## src/rtl/afc_pkg.sv

```systemverilog
package afc_pkg;

  typedef enum logic [1:0] {
    MODE_FREE = 2'b00,
    MODE_LOCK = 2'b01,
    MODE_FLY  = 2'b10
  } afc_mode_e;

endpackage

```

## src/rtl/afc_slot_timer.sv

```systemverilog
// Watches the gap between packet strobes. It emits a one-cycle timeout
// when slot_len clocks pass with no strobe, then starts counting again.
module afc_slot_timer #(
  parameter int CNT_W = 16
) (
  input  logic             clk,
  input  logic             rst_n,
  input  logic             pkt_stb,
  input  logic [CNT_W-1:0] slot_len,
  output logic             slot_timeout
);

  logic [CNT_W-1:0] gap_q;
  logic [CNT_W-1:0] gap_d;
  logic             gap_en;
  logic             at_limit;

  assign at_limit     = (gap_q == (slot_len - CNT_W'(1)));
  assign slot_timeout = !pkt_stb && at_limit;

  always_comb begin
    gap_en = 1'b1;
    if (pkt_stb || at_limit) begin
      gap_d = '0;
    end else begin
      gap_d = gap_q + CNT_W'(1);
    end
  end

  always_ff @(posedge clk or negedge rst_n) begin
    if (!rst_n) begin
      gap_q <= '0;
    end else if (gap_en) begin
      gap_q <= gap_d;
    end
  end

endmodule

```

## src/rtl/afc_mode_fsm.sv

```systemverilog
// Mode decision: locked, flywheel through a bounded run of lost slots,
// or free-run.
module afc_mode_fsm
  import afc_pkg::*;
#(
  parameter int FLY_MAX = 4,
  parameter int MISS_W  = $clog2(FLY_MAX + 1)
) (
  input  logic              clk,
  input  logic              rst_n,
  input  logic              good_pkt,
  input  logic              slot_lost,
  input  logic              ignore_phase,
  output afc_mode_e         mode_q,
  output logic [MISS_W-1:0] miss_q
);

  localparam logic [MISS_W-1:0] MissLimit = MISS_W'(FLY_MAX);

  afc_mode_e         mode_d;
  logic [MISS_W-1:0] miss_d;
  logic              state_en;

  always_comb begin
    mode_d   = mode_q;
    miss_d   = miss_q;
    state_en = 1'b1;
    if (ignore_phase) begin
      mode_d = MODE_FREE;
      miss_d = '0;
    end else if (good_pkt) begin
      mode_d = MODE_LOCK;
      miss_d = '0;
    end else if (slot_lost) begin
      unique case (mode_q)
        MODE_LOCK: begin
          mode_d = MODE_FLY;
          miss_d = MISS_W'(1);
        end
        MODE_FLY: begin
          if (miss_q >= MissLimit) begin
            mode_d = MODE_FREE;
            miss_d = '0;
          end else begin
            miss_d = miss_q + MISS_W'(1);
          end
        end
        default: begin
          mode_d = MODE_FREE;
          miss_d = '0;
        end
      endcase
    end
  end

  always_ff @(posedge clk or negedge rst_n) begin
    if (!rst_n) begin
      mode_q <= MODE_FREE;
      miss_q <= '0;
    end else if (state_en) begin
      mode_q <= mode_d;
      miss_q <= miss_d;
    end
  end

endmodule

```

## src/rtl/afc_phase_flag.sv

```systemverilog
// Status flag: packets are arriving intact but without phase data.
module afc_phase_flag (
  input  logic clk,
  input  logic rst_n,
  input  logic pkt_stb,
  input  logic pkt_ok,
  input  logic phase_ok,
  output logic flag_q
);

  logic flag_d;
  logic flag_en;

  always_comb begin
    flag_en = pkt_stb && pkt_ok;
    flag_d  = !phase_ok;
  end

  always_ff @(posedge clk or negedge rst_n) begin
    if (!rst_n) begin
      flag_q <= 1'b0;
    end else if (flag_en) begin
      flag_q <= flag_d;
    end
  end

endmodule

```

## src/rtl/afc_m_select.sv

```systemverilog
// Registered choice between the detected and host-programmed M.
module afc_m_select #(
  parameter int M_W = 1
) (
  input  logic           clk,
  input  logic           rst_n,
  input  logic           force_m,
  input  logic [M_W-1:0] host_m,
  input  logic [M_W-1:0] det_m,
  output logic [M_W-1:0] m_q
);

  logic [M_W-1:0] m_d;
  logic           m_en;

  always_comb begin
    m_en = 1'b1;
    m_d  = force_m ? host_m : det_m;
  end

  always_ff @(posedge clk or negedge rst_n) begin
    if (!rst_n) begin
      m_q <= '0;
    end else if (m_en) begin
      m_q <= m_d;
    end
  end

endmodule

```

## src/rtl/afc_flywheel_ctrl.sv

```systemverilog
module afc_flywheel_ctrl
  import afc_pkg::*;
#(
  parameter int CNT_W   = 16,
  parameter int FLY_MAX = 4,
  parameter int M_W     = 1
) (
  input  logic             clk,
  input  logic             rst_n,
  input  logic             pkt_stb,
  input  logic             pkt_ok,
  input  logic             phase_ok,
  input  logic             ignore_phase,
  input  logic             force_m,
  input  logic [M_W-1:0]   host_m,
  input  logic [M_W-1:0]   det_m,
  input  logic [CNT_W-1:0] slot_len,
  output logic [1:0]       mode_o,
  output logic             no_phase_o,
  output logic [M_W-1:0]   m_sel_o
);

  localparam int MISS_W = $clog2(FLY_MAX + 1);

  // Reset: asserted asynchronously, released on the clock.
  logic rst_meta_q;
  logic rst_sync_q;

  always_ff @(posedge clk or negedge rst_n) begin
    if (!rst_n) begin
      rst_meta_q <= 1'b0;
      rst_sync_q <= 1'b0;
    end else begin
      rst_meta_q <= 1'b1;
      rst_sync_q <= rst_meta_q;
    end
  end

  logic              slot_timeout;
  logic              good_pkt;
  logic              bad_pkt;
  logic              slot_lost;
  afc_mode_e         mode_q;
  logic [MISS_W-1:0] miss_q;

  assign good_pkt  = pkt_stb && pkt_ok && phase_ok;
  assign bad_pkt   = pkt_stb && !(pkt_ok && phase_ok);
  assign slot_lost = bad_pkt || slot_timeout;

  afc_slot_timer #(.CNT_W(CNT_W)) u_timer (
    .clk          (clk),
    .rst_n        (rst_sync_q),
    .pkt_stb      (pkt_stb),
    .slot_len     (slot_len),
    .slot_timeout (slot_timeout)
  );

  afc_mode_fsm #(.FLY_MAX(FLY_MAX), .MISS_W(MISS_W)) u_fsm (
    .clk          (clk),
    .rst_n        (rst_sync_q),
    .good_pkt     (good_pkt),
    .slot_lost    (slot_lost),
    .ignore_phase (ignore_phase),
    .mode_q       (mode_q),
    .miss_q       (miss_q)
  );

  afc_phase_flag u_flag (
    .clk      (clk),
    .rst_n    (rst_sync_q),
    .pkt_stb  (pkt_stb),
    .pkt_ok   (pkt_ok),
    .phase_ok (phase_ok),
    .flag_q   (no_phase_o)
  );

  afc_m_select #(.M_W(M_W)) u_msel (
    .clk     (clk),
    .rst_n   (rst_sync_q),
    .force_m (force_m),
    .host_m  (host_m),
    .det_m   (det_m),
    .m_q     (m_sel_o)
  );

  assign mode_o = mode_q;

endmodule

```

## config.mk

```make
export PLATFORM = sky130hd
export DESIGN_NAME = afc_flywheel_ctrl
export DESIGN_NICKNAME = d
export VERILOG_FILES = /design/src/rtl/afc_pkg.sv /design/src/rtl/afc_slot_timer.sv /design/src/rtl/afc_mode_fsm.sv /design/src/rtl/afc_phase_flag.sv /design/src/rtl/afc_m_select.sv /design/src/rtl/afc_flywheel_ctrl.sv
export SDC_FILE = /design/constraint.sdc
export NUM_CORES = 1
export LEC_CHECK = 0
export CAP_MARGIN = 20
export CORE_AREA = 2 2 65 67
export DETAILED_ROUTE_END_ITERATION = 8
export DIE_AREA = 0 0 67 69
export PLACE_DENSITY = 0.79
export SETUP_SLACK_MARGIN = 0.4
export SYNTH_ARGS = -nofsm -noshare
export SYNTH_HDL_FRONTEND = slang
export SYNTH_SLANG_ARGS = --single-unit
```

## constraint.sdc

```tcl
create_clock -name clk -period 0.8 [get_ports clk]
set_input_delay 0.16 -clock clk [delete_from_list [all_inputs] [get_ports clk]]
set_output_delay 0.16 -clock clk [all_outputs]
set_load 0.005 [all_outputs]
```

==> flow_summary.yaml <==
hold_path:
  holdCritPathClass: "in2async"
sta:
  fmax_ghz: 0.480
  rsz0062_at_grt: "true"
  min_period_ns: 2.08
  fin_ws_ns: -1.28
  setup_viol: 25
  final_max_slew_viol_count: 0
  fin_crit_sh_pct: 261
  fin_skew_ns: 0.0109
  finalHoldViolCount: 0
yosys:
  netlist-cell-type-count: 48
  syn-cell-area_um2: 1800
  syn_area_per_cell_um2: 9.14
  synth_edf_count: 0
  ys_seq_area_share_pct: 34.7
  synth-main-ff-cell: "dfrtp_1"
  async_reset_ff_share_pct: 100
  synth_nets: 228
  synth_seq_cells: 25
  yosysWarnings: 0
  netlist_instances: 197
grt:
  antenna_found_initial: 0
  grt_max_degree: 14
  grt_first_pass_wirelength_mm: 9.92
  grt-ovfl-total: 0
  first_global_vias: 2139
  grt_use_total_pct: 28.2
layout:
  drive_gt1_share_pct: 42.6
  syn_to_final_growth_pct: 67.2
  n_antenna_cell: 0
  final_cells: 346
  num-nets-final: 328
  fill_cells: 243
  fin_area_um2: 3010
  utilization_pct: 76.9
routing:
  routed_via_density: 5.68
  drc_errors: 0
  drt_iter0_markers: 156
  vias: 1967
  drt-total-wl_mm: 6.32
  wl_per_cell_um: 18.3
  antenna_left: 0
  dr.pass1.iters: 4
floorplanning:
  die_x_um: 67
  start_util_pct: 46.0
  core_area_um2: 3910
  pin_count: 29
  std_cell_rows: 23
  die_h_um: 69
  die_area_um2: 4620
clocking:
  root_buffer: "clkbuf_8"
  clock_latency_ns: 0.28
  htree_num_levels: 1
  clk_pin_slew_ns: 0.08
  ctsHoldBuffers: 0
  cts_tree: "built"
  cts_buffer_depth: 2
  cts_buffers: 3
  cts.sinks: 25
power_and_ir_drop:
  cellPowerDensity_nw_per_um2: 969
  vdd_drop_max_mv: 0.949
  leakagePower_nw: 1.29
  p_total_mw: 2.92
worst_setup_path:
  path_class: "in2reg"
  critPathMaxFanout: 8
  r2r_start: "u_timer.gap_q[12]"
  crit_arrival_ns: 2.24
  reg2reg_depth: 7
  cpMostUsedCell: "buf_12"
  cp_data_required_time_ns: 0.96
  critPathLaunchType: "input pin"
  max_stage_delay_ns: 0.42
  critical_path.cell_chain: "buf_12 > inv_12 > ha_4 > or3b_4 > or4_1 > a211o_1 > a21oi_4 > a31o_4 > buf_12 > nor2_2"
  reg2reg_slack_ns: -1.24
  critPathCaptureType: "flop"
  critPathSlowestCell: "or3b_4"
  worstReg2RegEnd: "u_fsm.mode_q[1]"
place:
  place_congestion: 0.872
  io_buffers: 28
  hpwl_mm: 3.78
  postPlaceCellArea_um2: 2630
  place_inst: 331
run_status:
  status: "finished with violations"
  violations: "negative setup slack"
job:
  cap_violations: 0
==> state kept, by name (all words and copies together), names as in the netlist <==
register / count
rst_meta_q: 1
rst_sync_q: 1
u_flag.flag_q: 1
u_fsm.miss_q: 3
u_fsm.mode_q: 2
u_msel.m_q: 1
u_timer.gap_q: 16
==> synthesized netlist by cell type (2+ instances only) <==
library cell | count | area (um2)
xor2_1 | 12 | 105
and3_1 | 5 | 31.3
nor4_1 | 6 | 37.5
nor3_1 | 4 | 20.0
o31a_1 | 2 | 17.5
o31ai_1 | 2 | 15.0
or3_1 | 3 | 18.8
nand2_1 | 8 | 30.0
dfrtp_1 | 25 | 626
a21oi_1 | 2 | 10.0
or4_1 | 2 | 15.0
o21ai_0 | 2 | 10.0
a31oi_1 | 2 | 12.5
nor2b_1 | 2 | 12.5
inv_1 | 9 | 33.8
xnor2_1 | 22 | 193
nor2_1 | 27 | 101
mux2i_1 | 4 | 40.0
ha_1 | 6 | 75.1
clkbuf_1 | 2 | 7.51
and4_1 | 2 | 17.5
a311oi_1 | 2 | 17.5
and2_1 | 2 | 12.5
nand4_1 | 8 | 50.1
nor3b_1 | 2 | 15.0
nand3_1 | 12 | 60.1
==> power breakdown <==
part / internal, mW / switching (mW)
combinational: 0.436 / 0.406
clock: 0.357 / 0.401
sequential: 1.29 / 0.0237
==> worst max-delay path by stage <==
stage / from / endpoint
floorplan: slot_len[1] / u_timer.gap_q[0]
global placement: slot_len[1] / u_timer.gap_q[1]
detailed placement: slot_len[1] / u_fsm.miss_q[1]
CTS: slot_len[0] / u_fsm.mode_q[1]
global route: slot_len[12] / u_timer.gap_q[7]
finish: slot_len[1] / u_timer.gap_q[7]
==> critical path: cells and delay by family <==
family,cells,cell delay [ns]
AND/OR/NAND/NOR,3,0.88
AO/OA/AOI/OAI,3,0.77
buffers and inverters,3,0.32
adder cells (fa/ha/maj),1,0.11
==> area by class of cell <==
class | count | area [um2] | area share (%)
multi-input cells | 158 | 1340 | 44.4
well taps | 50 | 62.6 | 2.08
repair buffers | 100 | 885 | 29.4
flip-flops and latches | 25 | 629 | 20.9
inverters | 9 | 51.3 | 1.70
clock buffers | 4 | 45.0 | 1.50
==> placed cells by master, fill, tap and decap left out, drive strengths merged, types with 2 or more instances in the layout <==
cell            n
or3             3
o21ai           2
nor4            7
nor2b           2
xnor2          22
a21oi           3
or4             2
and2            2
nor2           27
mux2i           4
dlygate4sd2     8
nor3b           2
o31a            2
and3            5
buf            79
a2111oi         2
nor3            4
and4            2
a311oi          2
nand3          12
nand4           8
dfrtp          25
xor2           12
inv             8
clkbuf          6
clkdlybuf4s50   9
nand2           8
a31oi           2
o31ai           2
ha              6
o311ai          2
==> stage by stage <==
step | TNS [ns] | hold slack [ns] | worst slack [ns]
floorplan | -29.19 | -0.136 | -1.45
finish | -27.23 | 0.0399 | -1.28
detailed placement | -46.76 | 0.230 | -2.21
CTS | -27.15 | 0.0385 | -1.27
global route | -29.30 | 0.0428 | -1.37
global placement | -45.74 | 0.223 | -2.15
==> cells by family after synthesis <==
kind of cell,share of synthesized area [%]
DFF,34.7
other,0.208
muxes,2.85
buffers and inverters,3.61
AOI/OAI and AO/OA,11.0
adders and majority gates,4.17
xor gates and xnor gates,16.5
and+or+nand+nor,26.9
==> what timing repair did <==
item	4_1_cts	5_1_grt
buffers inserted	8	2
pin swaps	24	9
endpoints found under the setup margin	51	39
resized for setup	86	23
cloned	1	0
==> per-layer routing <==
metal / wire length, um / track usage, % / vias to the layer above
met4: 208 / 14.1 / 0
met1: 2510 / 34.1 / 972
met2: 3340 / 48.1 / 67
met3: 266 / 3.43 / 23
met5: 0 / 0 / -
li1: - / - / 905
(Power assumes the default switching activity.)
